**config.mk**
```make
export PLATFORM = sky130hd
export DESIGN_NAME = rw_turn_arb
export DESIGN_NICKNAME = d
export VERILOG_FILES = /design/src/rtl/rw_turn_arb.sv
export SDC_FILE = /design/constraint.sdc
export NUM_CORES = 2
export LEC_CHECK = 0
export BUFFER_PORTS_ARGS = -buffer_cell sky130_fd_sc_hd__buf_2
export CAP_MARGIN = 20
export CELL_PAD_IN_SITES_DETAIL_PLACEMENT = 0
export CELL_PAD_IN_SITES_GLOBAL_PLACEMENT = 1
export CORE_AREA = 10 10 437 439
export CTS_CLUSTER_SIZE = 30
export DETAILED_ROUTE_END_ITERATION = 8
export DIE_AREA = 0 0 447 449
export GPL_ROUTABILITY_DRIVEN = 1
export PLACE_DENSITY = 0.68
export SLEW_MARGIN = 40
export SYNTH_ARGS = -nofsm -noshare
export SYNTH_HDL_FRONTEND = slang
export SYNTH_SLANG_ARGS = --single-unit
```
**constraint.sdc**
```tcl
create_clock -name clk -period 4.5 [get_ports clk]
set_clock_uncertainty 0.1 [all_clocks]
set_input_delay 0.225 -clock clk [delete_from_list [all_inputs] [get_ports clk]]
set_output_delay 0.225 -clock clk [all_outputs]
set_load 0.1 [all_outputs]
```
**src/rtl/rw_turn_arb.sv**
```systemverilog
module rw_turn_arb #(
  parameter int RD_BUF = 32,
  parameter int WR_BUF = 32,
  parameter int HI_PCT = 85,
  parameter int LO_PCT = 50,
  parameter int MIN_WR = 8,
  parameter int T_WTR  = 6,
  parameter int TW     = 32,
  parameter int HW     = 16,
  parameter int CW     = 16,
  localparam int RLW   = $clog2(RD_BUF + 1),
  localparam int WLW   = $clog2(WR_BUF + 1)
) (
  input  logic                     clk,
  input  logic                     rst_n,
  input  logic [RLW-1:0]           rd_level,
  input  logic [WLW-1:0]           wr_level,
  input  logic                     drain_req,
  input  logic                     rd_issue,
  input  logic                     wr_issue,
  input  logic                     busy_ld,
  input  logic [TW-1:0]            busy_val,
  output logic                     wr_mode,
  output logic                     rd_stop,
  output logic [TW-1:0]            bus_busy_until,
  output logic [(RD_BUF+1)*HW-1:0] rd_hist,
  output logic [(WR_BUF+1)*HW-1:0] wr_hist
);
  localparam int HI_TH = WR_BUF * HI_PCT / 100;
  localparam int LO_TH = WR_BUF * LO_PCT / 100;

  logic [CW-1:0] rd_cnt, wr_cnt, rd_nxt, wr_nxt;
  logic [TW-1:0] busy_base;
  logic          go_wr, go_rd;
  int            rd_bin, wr_bin;

  assign rd_nxt = (rd_issue && rd_cnt != '1) ? rd_cnt + 1'b1 : rd_cnt;
  assign wr_nxt = (wr_issue && wr_cnt != '1) ? wr_cnt + 1'b1 : wr_cnt;

  assign go_wr = !wr_mode &&
                 (int'(wr_level) >= HI_TH || (drain_req && wr_level != '0));
  assign go_rd = wr_mode &&
                 (wr_level == '0 ||
                  (int'(wr_level) + MIN_WR < LO_TH && !drain_req) ||
                  (rd_level != '0 && int'(wr_nxt) >= MIN_WR));

  assign rd_bin = (int'(rd_nxt) > RD_BUF) ? RD_BUF : int'(rd_nxt);
  assign wr_bin = (int'(wr_nxt) > WR_BUF) ? WR_BUF : int'(wr_nxt);

  assign busy_base = busy_ld ? busy_val : bus_busy_until;
  assign rd_stop   = wr_mode;

  always_ff @(posedge clk or negedge rst_n) begin
    if (!rst_n) begin
      wr_mode        <= 1'b0;
      rd_cnt         <= '0;
      wr_cnt         <= '0;
      bus_busy_until <= '0;
    end else begin
      rd_cnt         <= go_wr ? '0 : rd_nxt;
      wr_cnt         <= go_rd ? '0 : wr_nxt;
      bus_busy_until <= go_rd ? busy_base + TW'(T_WTR) : busy_base;
      if (go_wr)      wr_mode <= 1'b1;
      else if (go_rd) wr_mode <= 1'b0;
    end
  end

  for (genvar i = 0; i <= RD_BUF; i++) begin : g_rbin
    logic [HW-1:0] bin;
    always_ff @(posedge clk or negedge rst_n) begin
      if (!rst_n)                                 bin <= '0;
      else if (go_wr && rd_bin == i && bin != '1) bin <= bin + 1'b1;
    end
    assign rd_hist[i*HW +: HW] = bin;
  end

  for (genvar i = 0; i <= WR_BUF; i++) begin : g_wbin
    logic [HW-1:0] bin;
    always_ff @(posedge clk or negedge rst_n) begin
      if (!rst_n)                                 bin <= '0;
      else if (go_rd && wr_bin == i && bin != '1) bin <= bin + 1'b1;
    end
    assign wr_hist[i*HW +: HW] = bin;
  end
endmodule

```
==> metrics <==
status=complete, no violations; reg-to-reg critical path endpoint=g_wbin[8].bin[15]; Critical Path End Type=register; DRT antenna net count=0; CTS Buf Count=approximately 140; Max-Cap Viols=0; Die W=447 um; die height=between 400 and 500 um; synthesized flop and latch total=around 1,100; max-slew violations=0; Layout Nets=6,643; CTS max path bufs=3; routed vias=46,057; pre-CTS WS=0.2457 ns; Initial Utilization=29.97%; maximum vdd ir drop=0.5490 mV; Top-Level Pins=1,140; ys async rst share=100.0%; Final period util=94.83%; Startpoint Class=register; Post-CTS Setup Inserts=0; Critical Path RT=5.09 ns; Worst slew margin=40.35%; worst hold path class=primary input to async pin; largest net degree at the start of global routing=109; initial antenna violation count=5; Power per Cell Area=between 300 and 400 nW/um^2; drt wl/cell=25.20 um; total power=0.02674 W; Netlist cell types=88; first-pass GRT wire length=approximately 330,000 um; netlist area before placement=54,630 um^2; DRT Pass-1 Iters=6; CTS tree=done; Residual DRC=0; top cells by area, synth=dfrtp_1, xnor2_1, xor2_1; Peak Freq=between 0.2 and 0.25 GHz; synthesized instance count=~5,200; via-per-instance ratio=5.108; register-to-register path setup slack=between 0.2 and 0.25 ns; crit path max fanout=11; EDFF count, synth=0; clk sinks=between 1,000 and 1,500; DRT iter0 DRCs=3,557; H-tree depth=4; Filler cells=about 18,000; final cell utilization of the core=38.06%; PortBufs=1,139; gpl congestion=0.9192; FP Rows=between 150 and 200; syn_area_per_cell=10.57 um^2; gr usage total=21.79%; fin crit period=4.268 ns; share of layout cells above drive strength 1=between 20% and 30%; CTS Root Cell=clkbuf_16; Seq/Total Area, Yosys=between 50% and 60%; dominant synthesized flop cell=dfrtp_1; WS Path Type=register to register; Layout area overhead=27.00%; cell count of the worst reg-to-reg path=11; Worst R2R Start=wr_cnt[0]; area of the core=182,300 um^2; commonest cells in the netlist=dfrtp_1, xnor2_1, nand2_1, nand3_1, xor2_1; Yosys top cell area share=51.35%; Syn. warnings=0; vias in the first global route=44,934; Final Hold Viols=0; setup violators final=0; gr ovfl total=0; RSZ-0062 raised after global routing=no; Synth Net Count=between 5,000 and 6,000; Detailed Route WL=between 200,000 and 250,000 um; HPWL after DPL=about 180,000 um; critical path arrival=4.86 ns; leakage=34.99 nW; die area=200,700 um^2; Worst-Margin Slew=0.8915 ns; final worst-path setup slack=about 0.23 ns; count leader, synth=dfrtp_1; dominant cell type by area after synthesis=dfrtp_1; post-route setup TNS=0 ns; clk slew on worst S/H paths=0.06 ns; Clk Latency, worst-skew pair=0.79 ns
## layer usage
| layer | GRT usage (%) | wire, um | vias up |
|---|---|---|---|
| met5 | 0 | 0 | - |
| met4 | 10.96 | 12970 | 0 |
| met3 | 6.318 | 17310 | 388 |
| met2 | 36.13 | 109800 | 1534 |
| met1 | 25.55 | 87130 | 23212 |
| li1 | - | - | 20923 |
## critical path, cell delays in order (launching register included)
cell and delay, ns:
dfrtp_1 0.36, ha_1 0.34, nand4_2 0.38, or3_4 0.52, a211oi_2 0.25, o211ai_2 0.14, or4_4 0.69, buf_4 0.27
buf_4 0.19, or4_1 0.61, nor3_2 0.17, xnor2_1 0.15
## sequential cells by signal, summed over array words and instances (netlist names)
| signal | count |
|---|---|
| g_wbin.bin | 528 |
| bus_busy_until | 32 |
| g_rbin.bin | 528 |
| rd_cnt | 16 |
| rd_stop | 1 |
| wr_cnt | 16 |
## placed cells by master (no fill, tap or decap), types with 13 or more instances in the layout
| cell | count |
|---|---|
| a21oi_1 | 33 |
| and2_1 | 63 |
| and3_1 | 259 |
| and4_1 | 46 |
| buf_12 | 14 |
| buf_2 | 1139 |
| buf_4 | 140 |
| clkbuf_1 | 41 |
| clkbuf_16 | 140 |
| clkbuf_8 | 21 |
| clkinv_2 | 17 |
| dfrtp_1 | 1121 |
| dlygate4sd3_1 | 55 |
| ha_1 | 70 |
| inv_1 | 91 |
| mux2_2 | 92 |
| mux2i_1 | 37 |
| nand2_1 | 542 |
| nand3_1 | 430 |
| nand4_1 | 295 |
| nor2_1 | 283 |
| nor2b_1 | 14 |
| nor3_1 | 212 |
| nor3_2 | 25 |
| nor3b_1 | 13 |
| nor4_1 | 87 |
| nor4_2 | 25 |
| nor4_4 | 15 |
| o21ai_0 | 31 |
| or2_2 | 14 |
| or3_1 | 22 |
| or4_1 | 16 |
| xnor2_1 | 639 |
| xor2_1 | 364 |
## what timing repair did
item,CTS,global route
endpoints found under the hold margin,791,3
setup endpoints to repair,0,21
resized for setup,0,4
hold buffers,55,1
## through the flow
step / hold slack (ns) / area [um^2] / instances
2_1_floorplan: -0.1706 / 54630 / 5169
3_3_place_gp: 0.2803 / 64100 / 8708
6_report: 0.05963 / 69380 / 9016
4_1_cts: 0.007529 / 69280 / 9009
3_5_place_dp: 0.06534 / 64190 / 8712
5_1_grt: 0.03676 / 69370 / 9013
## how the worst max path moves through the flow
stage                     start                  to  cells after the start
finish                wr_cnt[0]   g_wbin[8].bin[15]                     11
global route          wr_cnt[0]  g_wbin[14].bin[10]                     10
CTS                   wr_cnt[0]  bus_busy_until[25]                     11
detailed placement    wr_cnt[0]    g_wbin[5].bin[4]                     10
global placement    wr_level[0]  g_rbin[25].bin[12]                     11
floorplan             wr_cnt[0]   g_wbin[29].bin[5]                     15
## report_power, final
group	internal, W	leakage (nW)	total, W	switching, W
clock network	0.00663	2.21	0.0113	0.00464
logic	0.00100	17.5	0.00479	0.00379
registers	0.0103	15.3	0.0107	0.000341
total	0.0180	35.0	0.0267	0.00877
## area by class of cell
cell class	count	area [um^2]	area share, %
repair buffers	1352	7667	11.05
clock inverters	40	585.6	0.8440
flip-flops and latches	1121	28050	40.43
diodes	4	10.01	0.01443
multi-input cells	3821	25790	37.18
clock buffers	202	3946	5.688
well taps	2385	2984	4.301
inverters	91	341.6	0.4923
## cell families (layout without fill, tap and decap cells)
| kind of cell | after synthesis | after routing | synth area share [%] |
|---|---|---|---|
| other cells | 0 | 4 | 0 |
| compound gates | 191 | 191 | 2.616 |
| flops | 1121 | 1121 | 51.35 |
| simple gates | 2425 | 2425 | 23.96 |
| xor+xnor | 1003 | 1003 | 16.08 |
| buf+inv | 227 | 1685 | 1.759 |
| mux | 132 | 132 | 2.632 |
| fa+ha+maj | 70 | 70 | 1.603 |
Note: power is estimated with default switching activity, not from simulation.
